<file path="src/rtl/rtc_shadow_regs.sv">
module rtc_shadow_regs #(
  parameter int ADDR_W = 13
) (
  input  logic              clk,
  input  logic              rst_n,
  input  logic              tick,
  input  logic [ADDR_W-1:0] addr,
  input  logic [7:0]        wdata,
  input  logic              we,
  output logic [7:0]        rdata
);
  localparam int TOP_W = ADDR_W - 3;

  function automatic logic [7:0] bcd_inc(input logic [7:0] v);
    return (v[3:0] == 4'd9) ? {v[7:4] + 4'd1, 4'd0} : v + 8'd1;
  endfunction

  logic       stop_q, ft_q;
  logic [6:0] sec_q, min_q;
  logic [5:0] hr_q, date_q;
  logic [2:0] day_q;
  logic [4:0] mon_q;
  logic [7:0] yr_q;
  logic [7:0] sh [8];

  logic hit, load, halt, upd;
  logic [2:0] sel;
  assign hit  = addr[ADDR_W-1:3] == {TOP_W{1'b1}};
  assign sel  = addr[2:0];
  assign halt = sh[0][7] | sh[0][6];
  assign load = we && hit && sel == 3'd0 && sh[0][7] && !wdata[7];
  assign upd  = tick && !halt;
  assign rdata = hit ? sh[sel] : 8'h00;

  logic leap;
  logic [5:0] last;
  assign leap = yr_q[4] ? (yr_q[3:0] == 4'd2 || yr_q[3:0] == 4'd6)
                        : (yr_q[3:0] == 4'd0 || yr_q[3:0] == 4'd4 || yr_q[3:0] == 4'd8);
  always_comb
    case (mon_q)
      5'h02:                      last = leap ? 6'h29 : 6'h28;
      5'h04, 5'h06, 5'h09, 5'h11: last = 6'h30;
      default:                    last = 6'h31;
    endcase

  logic [7:0] i_sec, i_min, i_hr, i_date, i_mon, i_yr;
  assign i_sec  = bcd_inc({1'b0, sec_q});
  assign i_min  = bcd_inc({1'b0, min_q});
  assign i_hr   = bcd_inc({2'b0, hr_q});
  assign i_date = bcd_inc({2'b0, date_q});
  assign i_mon  = bcd_inc({3'b0, mon_q});
  assign i_yr   = bcd_inc(yr_q);

  logic c_s, c_m, c_h, c_d, c_mo;
  assign c_s  = tick && !stop_q;
  assign c_m  = c_s  && sec_q  == 7'h59;
  assign c_h  = c_m  && min_q  == 7'h59;
  assign c_d  = c_h  && hr_q   == 6'h23;
  assign c_mo = c_d  && date_q == last;

  logic [6:0] n_sec, n_min;
  logic [5:0] n_hr, n_date;
  logic [2:0] n_day;
  logic [4:0] n_mon;
  logic [7:0] n_yr;
  assign n_sec  = !c_s ? sec_q  : (c_m ? 7'h00 : i_sec[6:0]);
  assign n_min  = !c_m ? min_q  : (c_h ? 7'h00 : i_min[6:0]);
  assign n_hr   = !c_h ? hr_q   : (c_d ? 6'h00 : i_hr[5:0]);
  assign n_day  = !c_d ? day_q  : (day_q == 3'd7 ? 3'd1 : day_q + 3'd1);
  assign n_date = !c_d ? date_q : (c_mo ? 6'h01 : i_date[5:0]);
  assign n_mon  = !c_mo ? mon_q : (mon_q == 5'h12 ? 5'h01 : i_mon[4:0]);
  assign n_yr   = !(c_mo && mon_q == 5'h12) ? yr_q : (yr_q == 8'h99 ? 8'h00 : i_yr);

  logic [7:0] cp [8];
  always_comb begin
    cp[0] = sh[0];
    cp[1] = {stop_q, n_sec};
    cp[2] = {1'b0, n_min};
    cp[3] = {2'b0, n_hr};
    cp[4] = {1'b0, ft_q, 3'b0, n_day};
    cp[5] = {2'b0, n_date};
    cp[6] = {3'b0, n_mon};
    cp[7] = n_yr;
  end

  always_ff @(posedge clk) begin
    if (!rst_n) begin
      stop_q <= 1'b1; ft_q <= 1'b0;
      sec_q <= '0; min_q <= '0; hr_q <= '0;
      day_q <= 3'd1; date_q <= 6'h01; mon_q <= 5'h01; yr_q <= '0;
      for (int i = 0; i < 8; i++) sh[i] <= 8'h00;
      sh[1] <= 8'h80; sh[4] <= 8'h01; sh[5] <= 8'h01; sh[6] <= 8'h01;
    end else begin
      if (load) begin
        stop_q <= sh[1][7]; sec_q <= sh[1][6:0];
        min_q  <= sh[2][6:0]; hr_q <= sh[3][5:0];
        ft_q   <= sh[4][6]; day_q <= sh[4][2:0];
        date_q <= sh[5][5:0]; mon_q <= sh[6][4:0]; yr_q <= sh[7];
      end else begin
        sec_q <= n_sec; min_q <= n_min; hr_q <= n_hr; day_q <= n_day;
        date_q <= n_date; mon_q <= n_mon; yr_q <= n_yr;
      end
      for (int i = 0; i < 8; i++)
        if (upd && i != 0) sh[i] <= cp[i];
        else if (we && hit && sel == 3'(i)) sh[i] <= wdata;
    end
  end

  logic [43:0] cnt_vec;
  logic [55:0] shd_vec;
  assign cnt_vec = {stop_q, ft_q, sec_q, min_q, hr_q, day_q, date_q, mon_q, yr_q};
  assign shd_vec = {sh[1], sh[2], sh[3], sh[4], sh[5], sh[6], sh[7]};


  stop_hold_chk: assert property (@(posedge clk) disable iff (!rst_n)
    ($past(stop_q) && !$past(load)) |-> $stable(cnt_vec));

  idle_hold_chk: assert property (@(posedge clk) disable iff (!rst_n)
    (!$past(tick) && !$past(load)) |-> $stable(cnt_vec));

  frozen_chk: assert property (@(posedge clk) disable iff (!rst_n)
    ($past(halt) && !$past(we)) |-> $stable(shd_vec));

  load_chk: assert property (@(posedge clk) disable iff (!rst_n)
    $past(load) |-> (sec_q == $past(sh[1][6:0]) && stop_q == $past(sh[1][7]) && yr_q == $past(sh[7])));

  refresh_chk: assert property (@(posedge clk) disable iff (!rst_n)
    $past(upd) |-> (sh[1] == {stop_q, sec_q} && sh[7] == yr_q && sh[2] == {1'b0, min_q}));
endmodule

</file>
<file path="config.mk">
export PLATFORM = sky130hd
export DESIGN_NAME = rtc_shadow_regs
export DESIGN_NICKNAME = d
export VERILOG_FILES = /design/src/rtl/rtc_shadow_regs.sv
export SDC_FILE = /design/constraint.sdc
export NUM_CORES = 1
export LEC_CHECK = 0
export ABC_CLOCK_PERIOD_IN_PS = 5600
export BUFFER_PORTS_ARGS = -buffer_cell sky130_fd_sc_hd__buf_2
export CAP_MARGIN = 20
export CORE_ASPECT_RATIO = 0.8
export CORE_MARGIN = 10
export CORE_UTILIZATION = 48
export CTS_CLUSTER_DIAMETER = 100
export CTS_CLUSTER_SIZE = 8
export DETAILED_ROUTE_END_ITERATION = 7
export PLACE_DENSITY = 0.65
export SLEW_MARGIN = 20
export SYNTH_ARGS = -nofsm -noshare
export SYNTH_HDL_FRONTEND = slang
export SYNTH_SLANG_ARGS = --single-unit
</file>
<file path="constraint.sdc">
create_clock -name clk -period 5.6 [get_ports clk]
set_input_delay 0 -clock clk [delete_from_list [all_inputs] [get_ports clk]]
set_output_delay 0 -clock clk [all_outputs]
set_load 0.01 [all_outputs]
</file>
==> results of run 1 <==
==> routing by layer <==
metal | global-route usage (%) | up-vias | share of wire, %
met4 | 5.07 | 0 | 0.88
met1 | 27.8 | 2550 | 45
met2 | 29.1 | 284 | 43
met3 | 4.11 | 13 | 11
li1 | - | 2429 | -
met5 | 0 | - | 0
==> cells in the mapped netlist, types with 17 or more instances <==
cell | n | share of area (%)
clkbuf_1 | 28 | 1.7
inv_1 | 20 | 1.2
nor2_1 | 59 | 3.5
nand2_1 | 89 | 5.4
o21ai_0 | 55 | 4.4
edfxtp_1 | 64 | 31
nor3_1 | 23 | 1.8
ha_1 | 17 | 3.4
a21oi_1 | 36 | 2.9
and2_1 | 20 | 2.0
dfxtp_1 | 44 | 14
==> state kept, by name, summed over array words and instances (netlist names), 3 cells and up <==
register  cells
min_q         7
day_q         3
yr_q          8
date_q        6
sh           64
hr_q          6
mon_q         5
sec_q         7
==> kinds of logic after synthesis <==
| kind of cell | after synthesis |
|---|---|
| buffers and inverters | 64 |
| multiplexers | 31 |
| flip-flops | 108 |
| AO/OA/AOI/OAI | 161 |
| AND/OR/NAND/NOR | 265 |
| adder cells (fa/ha/maj) | 17 |
| XOR/XNOR | 11 |
==> critical path: cells and delay by family (launching register included) <==
kind | cells | cell delay, ns
AOI/OAI and AO/OA | 3 | 0.56
adders and majority gates | 1 | 0.18
DFF | 1 | 0.39
and+or+nand+nor | 4 | 1.81
==> placed cells by master, fill, tap and decap left out, types with 9 or more instances in the layout <==
master,netlist,layout
a21oi_1,36,36
mux2i_1,12,12
clkbuf_16,0,9
buf_2,5,32
nor2_1,59,59
a211oi_1,16,16
nand2_1,89,89
nor3_1,23,23
dfxtp_1,44,44
o21ai_0,55,55
and2_1,20,20
buf_4,1,9
edfxtp_1,64,64
ha_1,17,17
a22o_1,13,13
inv_1,20,20
nand3_1,16,15
mux4_2,16,16
==> through the flow <==
step | setup slack (ns) | total power, uW | hold WS [ns] | cells | cell area [um2]
after floorplan | 2.94 | 946 | 0.185 | 657 | 6240
after global placement | 2.17 | 990 | 0.388 | 829 | 6500
after detailed placement | 2.00 | 992 | 0.399 | 829 | 6500
after CTS | 2.00 | 1620 | 0.0441 | 845 | 6790
after global routing | 2.11 | 1670 | 0.0554 | 845 | 6800
final | 2.40 | 1620 | 0.0541 | 845 | 6800
==> area by class of cell <==
| cell class | count | area (um2) | share of cell area, % |
|---|---|---|---|
| Multi-Input combinational cell | 485 | 3180 | 46.8 |
| Timing Repair Buffer | 41 | 228 | 3.35 |
| Clock buffer | 10 | 229 | 3.37 |
| Inverter | 20 | 75.1 | 1.10 |
| Sequential cell | 108 | 2800 | 41.2 |
| Clock inverter | 6 | 65.1 | 0.956 |
| Tap cell | 175 | 219 | 3.22 |
==> worst min-delay path by stage <==
stage / from / endpoint / slack (ns)
2_1_floorplan: wdata[3] / sh[6][3]$_SDFFCE_PP0P_ / 0.19
3_3_place_gp: wdata[7] / sh[7][7]$_DFFE_PP_ / 0.39
3_5_place_dp: wdata[7] / sh[7][7]$_DFFE_PP_ / 0.40
4_1_cts: wdata[7] / sh[7][7]$_DFFE_PP_ / 0.04
5_1_grt: wdata[7] / sh[7][7]$_DFFE_PP_ / 0.06
6_report: wdata[7] / sh[7][7]$_DFFE_PP_ / 0.05
==> where the power goes <==
| part | internal [uW] | switching [uW] |
|---|---|---|
| clock network | 347 | 295 |
| registers | 862 | 16.0 |
| logic | 37.0 | 62.4 |
| total | 1250 | 373 |
==> results by group, run 1 <==
Detailed routing
  – Starting DRC count in detailed routing: a little under 500
  – DRT Pass-1 Iters: 5
  – ANT nets after route: 0
  – Routed len/inst: 20.5 um
  – Total wire length: 17300 um
  – Via count: 5276
  – Routed vias/inst: roughly 6.2
  – DRC viols: 0

Die
  – Die height: 122 um
  – Starting Density: 48.8%
  – Core ar.: 12800 um2
  – Num rows: 37
  – Ports: 33
  – Die Footprint: 18000 um2
  – DIE WIDTH: 147 um

Synth
  – Compound-Gate Fraction of Synth Area: 16.7%
  – Post-synthesis mux area share: 8.24%
  – Post-Syn Instances: approximately 660
  – Ys async rst share: 0%
  – Largest family of logic cells by synthesized area: simple AND/OR/NAND/NOR gates
  – Synth Area in Adders: 3.41%
  – Post-Syn Area: 6240 um2
  – Post-synthesis simple-gate area fraction: a little over a fifth
  – Syn_nets: 699
  – Synth Area in XOR/XNOR: 1.54%
  – Yosys warnings: 0
  – Prevailing post-synth register cell: edfxtp_1
  – Seq cells post-synth: 108
  – Avg Synthesized Cell Area: 9.50 um2
  – Synth cell types: 69
  – EDFF count, synth: 64
  – Register area share after synthesis: roughly 45%

Pwr
  – PwrDens: roughly 240 nW/um2
  – VDD IR max: 0.158 mV
  – Leak pwr: 0.00245 uW

Worst setup path
  – Worst Setup SP: sec_q[0]$_SDFF_PN0_
  – Crit path capture: sh[6][1]$_SDFFCE_PP0P_
  – R2r endpoint: sh[6][1]$_SDFFCE_PP0P_
  – R2r worst-path depth: 8
  – CP Capture Type: flip-flop
  – Largest stage delay, worst path: 0.74 ns
  – Startpoint types: flip-flop
  – Required @ worst endpoint: 5.69 ns
  – Worst-path cell chain: ha_1 > and3b_1 > nand4_4 > or2_2 > nor4_4 > o311ai_0 > o21ai_0 > o21ai_0
  – CP max-delay cell: nor4_4
  – Reg2reg start: sec_q[0]$_SDFF_PN0_
  – CP Class: reg2reg
  – R2R setup slack: ~2.4 ns
  – Crit path max fanout: 15
  – Most used cell, CP: o21ai_0
  – Worst path arrival time: between 3 and 4 ns

Hold path
  – WHS Path Cells: 2
  – Worst min path class: in2reg

Clocking
  – CTS tree: built
  – CTS sink count: 108
  – Cts repair resizes: 0
  – Max clock buf depth: 2
  – Setup Buffers After CTS: 0
  – Num CTS Buffers: 9
  – Root buffer cell: clkbuf_16
  – Clock Pin Slew Worst Setup and Hold Paths: 0.08 ns
  – Hold-fix buffers at CTS: 0
  – Worst skew pair latency: 0.35 ns
  – H-tree levels: 3

Job
  – Max Cap Viol: 0

GRT
  – Initial antenna violation count: 0
  – Grt total ovfl: 0
  – Total routing usage reported by global routing: 19.4%
  – Largest net degree at the start of global routing: 62
  – First-pass GRT wire length: approximately 28000 um
  – Vias in the first global route: 5077

Timing
  – Fin crit share: 57.2%
  – Max_slew headroom: 27.8%
  – Final hold violation count: 0
  – Max Freq: 312 MHz
  – Slew @ Worst Pin: between 1 and 1.5 ns
  – RSZ-0062 raised after global routing: false
  – Setup Viol. Count Final: 0
  – Crit path time final: 3.20 ns
  – Clock skew: 0.0107 ns
  – Final setup TNS: 0 ns
  – Max Slew Vio Count: 0

Cells and area
  – Filler Cell Count: 1179
  – Post-layout net count: 707
  – Layout cells sized above 1: 13.6%
  – # diodes: 0
  – Synth-to-Final Area Change: 9.02%
  – Fin util: between 50% and 60%

Place
  – GP Congestion: 0.844
  – Final HPWL from detailed placement: between 10000 and 15000 um
  – Count of input and output buffers: 32

Run status
  – Status: finished, final reports clean
Note: power is estimated with default switching activity, not from simulation.
==> run 2: changes to the inputs <==
Settings changed: ABC_CLOCK_PERIOD_IN_PS 5600 to 2950.
Clock period 5.6 ns to 2.95 ns, I/O delays scaled along.
==> run 2 against run 1 <==
  * Final cell count is 1.5% higher
  * Core utilization is 0.70 points higher
  * Clock skew is 0.0013 ns lower
  * Register-to-register slack worse by 2.2 ns
  * Critical path depth is 1 lower
  * Combinational power is 91% higher
  * Final area is 1.3% higher
  * Worst setup slack worse by 2.2 ns
  * Via count is 1.2% higher
  * Power is 89% higher
  * Critical endpoint is now sh[7][6]$_DFFE_PP_
  * Largest cell class unchanged
==> results by group, run 2 (same netlist as run 1, synthesis figures left out) <==
Clocking
  – Root buffer cell: clkbuf_16 (unchanged)
  – Setup Buffers After CTS: 0 (unchanged)
  – CTS sink count: 108 (unchanged)
  – Max clock buf depth: 2 (unchanged)
  – CTS tree: built (unchanged)
  – Num CTS Buffers: 9 (unchanged)
  – Worst skew pair latency: 0.35 ns (about the same)
  – H-tree levels: 3 (unchanged)
  – Hold-fix buffers at CTS: 0 (unchanged)
  – Clock Pin Slew Worst Setup and Hold Paths: 0.07 ns (was 0.08 ns)

Detailed routing
  – Total wire length: 17500 um (was 17300 um)
  – DRT Pass-1 Iters: 5 (unchanged)
  – Routed vias/inst: 6.22 (was 6.24)
  – ANT nets after route: 0 (unchanged)
  – Via count: 5341 (was 5276)
  – DRC viols: 0 (unchanged)
  – Routed len/inst: 20.4 um (was 20.5 um)
  – Starting DRC count in detailed routing: 568 (was 488)

Worst setup path
  – R2R setup slack: 0.22 ns (was 2.40 ns)
  – Startpoint types: flip-flop (unchanged)
  – Levels on crit path: 7 (was 8)
  – Worst path arrival time: 2.83 ns (was 3.30 ns)
  – CP Class: reg2reg (unchanged)
  – R2r endpoint: sh[7][6]$_DFFE_PP_ (was sh[6][1]$_SDFFCE_PP0P_)
  – R2r worst-path depth: 7 (was 8)
  – Largest stage delay, worst path: 0.53 ns (was 0.74 ns)
  – Crit path max fanout: 7 (was 15)
  – Worst-path cell chain: or4bb_1 > a21oi_1 > a2111oi_1 > or3_1 > or2_1 > a22o_1 > a221o_1 (was ha_1 > and3b_1 > nand4_4 > or2_2 > nor4_4 > o311ai_0 > o21ai_0 > o21ai_0)
  – CP max-delay cell: or4bb_1 (was nor4_4)
  – CP Capture Type: flip-flop (unchanged)
  – CP Buf/Inv Count: 0 (unchanged)
  – Required @ worst endpoint: 3.05 ns (was 5.69 ns)
  – Family with the most delay on the worst path: simple AND/OR/NAND/NOR gates (unchanged)
  – Reg2reg start: mon_q[3]$_SDFF_PN0_ (was sec_q[0]$_SDFF_PN0_)

Timing
  – Slew @ Worst Pin: 0.835 ns (was 1.08 ns)
  – Final hold violation count: 0 (unchanged)
  – RSZ-0062 raised after global routing: false (unchanged)
  – Max Freq: 366 MHz (was 312 MHz)
  – Max Slew Vio Count: 0 (unchanged)
  – Max_slew headroom: 43.9% (was 27.8%)
  – Crit path time final: 2.73 ns (was 3.20 ns)
  – Setup Viol. Count Final: 0 (unchanged)
  – Fin crit share: 92.6% (was 57.2%)
  – Clock skew: 0.00935 ns (was 0.0107 ns)
  – Final setup TNS: 0 ns (unchanged)

GRT
  – Initial antenna violation count: 0 (unchanged)
  – First-pass GRT wire length: 28100 um (was 27700 um)
  – Grt total ovfl: 0 (unchanged)
  – Vias in the first global route: 5070 (was 5077)
  – Total routing usage reported by global routing: 19.6% (was 19.4%)
  – Largest net degree at the start of global routing: 34 (was 62)

Die
  – Core ar.: 12800 um2 (unchanged)
  – Num rows: 37 (unchanged)
  – DIE WIDTH: 147 um (unchanged)
  – Ports: 33 (unchanged)
  – Starting Density: 48.8% (unchanged)
  – Die Footprint: 18000 um2 (unchanged)
  – Die height: 122 um (unchanged)

Cells and area
  – Max reg flops: 64 (unchanged)
  – Filler Cell Count: 1168 (was 1179)
  – Synth-to-Final Area Change: 10.4% (was 9.02%)
  – Final Cell Area: 6890 um2 (was 6800 um2)
  – Final Non-Filler Cells: 858 (was 845)
  – Area occupied by multi-input gates: 3180 um2 (about the same)
  – Storage cell area: 2800 um2 (unchanged)
  – Most flops, register: sh (unchanged)
  – Layout cells sized above 1: 15.2% (was 13.6%)
  – Most frequent cells in the layout: 89 x nand2_1, 64 x edfxtp_1, 59 x nor2_1, 54 x o21ai_0, 44 x dfxtp_1 (was 89 x nand2_1, 64 x edfxtp_1, 59 x nor2_1, 55 x o21ai_0, 44 x dfxtp_1)
  – Post-layout net count: 720 (was 707)
  – Commonest non-fill, non-tap cell in the layout: nand2_1 (unchanged)
  – Largest regs: sh (64), yr_q (8) (unchanged)
  – # diodes: 0 (unchanged)

Place
  – Placed Cells: 842 (was 829)
  – Final HPWL from detailed placement: 12800 um (was 12300 um)
  – Count of input and output buffers: 32 (unchanged)
  – GP Congestion: 0.887 (was 0.844)
  – Area of placed instances: 6600 um2 (was 6500 um2)

Pwr
  – PwrDens: 444 nW/um2 (was 238 nW/um2)
  – VDD IR max: 0.307 mV (was 0.158 mV)
  – Leak pwr: 0.00250 uW (was 0.00245 uW)

Run status
  – Status: finished, final reports clean (unchanged)

Hold path
  – Hold_sp: wdata[7] (unchanged)
  – WHS Path Cells: 2 (unchanged)
  – Worst min path class: in2reg (unchanged)
  – Hold EP: sh[7][7]$_DFFE_PP_ (unchanged)

Job
  – Max Cap Viol: 0 (unchanged)
==> run 2: area by class of cell <==
type,instances,area share [%]
Tap cell,175,3.18
Clock buffer,12,3.43
Clock inverter,4,0.726
Multi-Input combinational cell,485,46.2
Timing Repair Buffer,54,4.72
Sequential cell,108,40.7
Inverter,20,1.09
==> run 2: timing repair <==
action / CTS / global route
setup endpoints to repair: 0 / 3
endpoints found under the hold margin: 0 / 0
gates resized for setup: 0 / 3
==> run 2: where the power goes <==
part           switching [uW]  leakage (uW)  internal [uW]
clock network             544      0.000134            659
registers                29.3       0.00101           1640
logic                     119       0.00136           71.6
==> run 2: how the worst max path moves through the flow <==
stage | start | endpoint | slack (ns)
CTS | sec_q[4]$_SDFF_PN0_ | sh[7][2]$_DFFE_PP_ | 0.22
finish | mon_q[3]$_SDFF_PN0_ | sh[7][6]$_DFFE_PP_ | 0.22
detailed placement | mon_q[1]$_SDFF_PN0_ | sh[6][4]$_SDFFCE_PP0P_ | 0.22
global placement | mon_q[1]$_SDFF_PN0_ | sh[6][4]$_SDFFCE_PP0P_ | 0.25
global route | sec_q[4]$_SDFF_PN0_ | sh[7][2]$_DFFE_PP_ | 0.02
floorplan | mon_q[0]$_SDFF_PN1_ | sh[7][6]$_DFFE_PP_ | 0.29
==> run 2: stage by stage <==
stage	utilization, %	total power (uW)	hold slack, ns	setup WS (ns)
after floorplan	-	1800	0.185	0.290
after CTS	53.9	3070	0.0464	0.219
final	53.9	3060	0.0651	0.218
after detailed placement	51.6	1880	0.400	0.220
after global routing	53.9	3130	0.0800	0.0202
after global placement	51.6	1880	0.398	0.255
==> run 2: routing by layer <==
metal  vias up  routed length [um]  track usage [%]
met5         -                   0                0
met4         0                 254             5.44
met3        28                1770             4.11
met2       256                7560             28.7
met1      2600                7920             28.5
li1       2457                   -                -
==> run 3: changes to the inputs <==
Settings changed: PLACE_DENSITY 0.65 to default, PLACE_DENSITY_LB_ADDON from default to 0.15.
==> run 3 against run 2 <==
  * Final area is 0.22% lower
  * Register-to-register slack worse by 0.06 ns
  * Wire length is 3.5% higher
  * Hold slack worse by 0.027 ns
  * Power is 2.5% lower
  * Largest cell class unchanged
  * Clock skew is 0.0010 ns higher
  * Count of clock-buffer cells in the layout is 2 higher
  * Sequential cell count stayed put
  * Largest power group unchanged
  * Non-clock buffer count stayed put
  * Worst setup slack worse by 0.056 ns
  * Combinational power is 2% higher
  * Via count hardly changed
==> results by group, run 3 (same netlist as run 1, synthesis figures left out) <==
Clocking
  – Num CTS Buffers: 9 (unchanged)
  – Max clock buf depth: 2 (unchanged)
  – CTS sink count: 108 (unchanged)
  – Setup Buffers After CTS: 0 (unchanged)
  – H-tree levels: 3 (unchanged)
  – Clock Pin Slew Worst Setup and Hold Paths: 0.07 ns (about the same)
  – CTS tree: built (unchanged)
  – Worst skew pair latency: 0.36 ns (was 0.35 ns)
  – Root buffer cell: clkbuf_16 (unchanged)

Timing
  – Setup Viol. Count Final: 0 (unchanged)
  – Max_slew headroom: 34.3% (was 43.9%)
  – Final hold violation count: 0 (unchanged)
  – Final setup TNS: 0 ns (unchanged)
  – Slew @ Worst Pin: 0.978 ns (was 0.835 ns)
  – Max Slew Vio Count: 0 (unchanged)
  – RSZ-0062 raised after global routing: false (unchanged)
  – Clock skew: 0.0104 ns (was 0.00935 ns)
  – Max Freq: 359 MHz (was 366 MHz)
  – Fin crit share: 94.5% (was 92.6%)
  – Crit path time final: 2.79 ns (was 2.73 ns)

Cells and area
  – Final Cell Area: 6880 um2 (was 6890 um2)
  – Filler Cell Count: 1160 (was 1168)
  – Area occupied by multi-input gates: 3180 um2 (unchanged)
  – # diodes: 0 (unchanged)
  – Layout cells sized above 1: 14.8% (was 15.2%)
  – Most frequent cells in the layout: 89 x nand2_1, 64 x edfxtp_1, 59 x nor2_1, 53 x o21ai_0, 44 x dfxtp_1 (was 89 x nand2_1, 64 x edfxtp_1, 59 x nor2_1, 54 x o21ai_0, 44 x dfxtp_1)
  – Commonest non-fill, non-tap cell in the layout: nand2_1 (unchanged)
  – Synth-to-Final Area Change: 10.2% (was 10.4%)
  – Largest regs: sh (64), yr_q (8) (unchanged)
  – Max reg flops: 64 (unchanged)
  – Most flops, register: sh (unchanged)
  – Storage cell area: 2800 um2 (unchanged)
  – Post-layout net count: 720 (unchanged)

Die
  – DIE WIDTH: 147 um (unchanged)
  – Core ar.: 12800 um2 (unchanged)
  – Die Footprint: 18000 um2 (unchanged)
  – Ports: 33 (unchanged)
  – Num rows: 37 (unchanged)
  – Die height: 122 um (unchanged)
  – Starting Density: 48.8% (unchanged)

Worst setup path
  – Largest stage delay, worst path: 0.50 ns (was 0.53 ns)
  – Worst-path cell chain: or3b_2 > nor3b_1 > mux2i_1 > or3_1 > or2_1 > a22o_1 > a221o_1 (was or4bb_1 > a21oi_1 > a2111oi_1 > or3_1 > or2_1 > a22o_1 > a221o_1)
  – R2r worst-path depth: 7 (unchanged)
  – Startpoint types: flip-flop (unchanged)
  – R2R setup slack: 0.16 ns (was 0.22 ns)
  – CP max-delay cell: or3b_2 (was or4bb_1)
  – R2r endpoint: sh[7][6]$_DFFE_PP_ (unchanged)
  – CP Class: reg2reg (unchanged)
  – Crit path max fanout: 7 (unchanged)
  – Worst path arrival time: 2.89 ns (was 2.83 ns)
  – Worst Setup SP: date_q[1]$_SDFF_PN0_ (was mon_q[3]$_SDFF_PN0_)
  – CP Capture Type: flip-flop (unchanged)
  – Required @ worst endpoint: 3.05 ns (about the same)
  – Reg2reg start: date_q[1]$_SDFF_PN0_ (was mon_q[3]$_SDFF_PN0_)

Detailed routing
  – Routed len/inst: 21.1 um (was 20.4 um)
  – Total wire length: 18100 um (was 17500 um)
  – Routed vias/inst: 6.23 (was 6.22)
  – DRT Pass-1 Iters: 5 (unchanged)
  – Starting DRC count in detailed routing: 530 (was 568)
  – ANT nets after route: 0 (unchanged)
  – Via count: 5344 (was 5341)
  – DRC viols: 0 (unchanged)

Job
  – Max Cap Viol: 0 (unchanged)

Pwr
  – Leak pwr: 0.00250 uW (about the same)
  – VDD IR max: 0.276 mV (was 0.307 mV)
  – PwrDens: 434 nW/um2 (was 444 nW/um2)

Place
  – Count of input and output buffers: 32 (unchanged)
  – Final HPWL from detailed placement: 13200 um (was 12800 um)
  – Area of placed instances: 6610 um2 (was 6600 um2)
  – GP Congestion: 0.892 (was 0.887)

Hold path
  – Hold EP: sh[7][7]$_DFFE_PP_ (unchanged)
  – WHS Path Cells: 2 (unchanged)
  – Worst min path class: in2reg (unchanged)
  – Hold_sp: wdata[7] (unchanged)

GRT
  – First-pass GRT wire length: 28100 um (about the same)
  – Largest net degree at the start of global routing: 40 (was 34)
  – Vias in the first global route: 4994 (was 5070)
  – Initial antenna violation count: 0 (unchanged)
  – Total routing usage reported by global routing: 20.0% (was 19.6%)
  – Grt total ovfl: 0 (unchanged)

Run status
  – Status: finished, final reports clean (unchanged)
==> run 3: critical path: cells and delay by family, from the launching register on <==
kind	cells	cell delay, ns
muxes	1	0.18
AOI/OAI and AO/OA	2	0.57
and+or+nand+nor	4	1.42
DFF	1	0.37
==> run 3: repair_timing <==
item	CTS	global route
hold buffers	0	0
endpoints found under the setup margin	0	5
gates resized for setup	0	2
==> run 3: final cells by class <==
class                      instances  share of cell area [%]
timing repair buffer              54                    4.91
inverter                          20                    1.09
multi-input combinational        485                    46.3
sequential                       108                    40.8
clock inverter                     2                   0.218
clock buffer                      14                    3.55
tap                              175                    3.18
==> run 3: worst max-delay path by stage <==
stage | end | slack, ns | cells past startpoint
after floorplan | sh[7][6]$_DFFE_PP_ | 0.29 | 9
after global placement | sh[7][6]$_DFFE_PP_ | 0.25 | 7
after detailed placement | sh[7][2]$_DFFE_PP_ | 0.19 | 9
after CTS | sh[7][6]$_DFFE_PP_ | 0.20 | 7
after global routing | sh[7][6]$_DFFE_PP_ | 0.01 | 7
final | sh[7][6]$_DFFE_PP_ | 0.16 | 7
==> run 3: where the power goes <==
group | internal, uW | total, uW | switching, uW | leakage (uW)
combinational | 71.6 | 194 | 123 | 0.00137
sequential | 1640 | 1670 | 29.6 | 0.00101
clock | 576 | 1120 | 546 | 0.000117
==> run 3: metal layers <==
metal / share of wire [%] / vias up / GRT usage [%]
li1: - / 2465 / -
met1: 45 / 2603 / 27.8
met4: 1.6 / 0 / 5.07
met5: 0 / - / 0
met2: 44 / 255 / 30.1
met3: 10 / 21 / 5.63
==> run 3: metrics by stage <==
step	power [uW]	utilization [%]	cells	setup WS, ns	hold slack (ns)
after floorplan	1800	-	657	0.290	0.185
after global placement	1880	51.7	842	0.245	0.395
after detailed placement	1890	51.7	842	0.190	0.390
after CTS	2990	53.8	858	0.201	0.0239
after global routing	3070	53.8	858	0.0147	0.0419
final	2980	53.8	858	0.162	0.0381
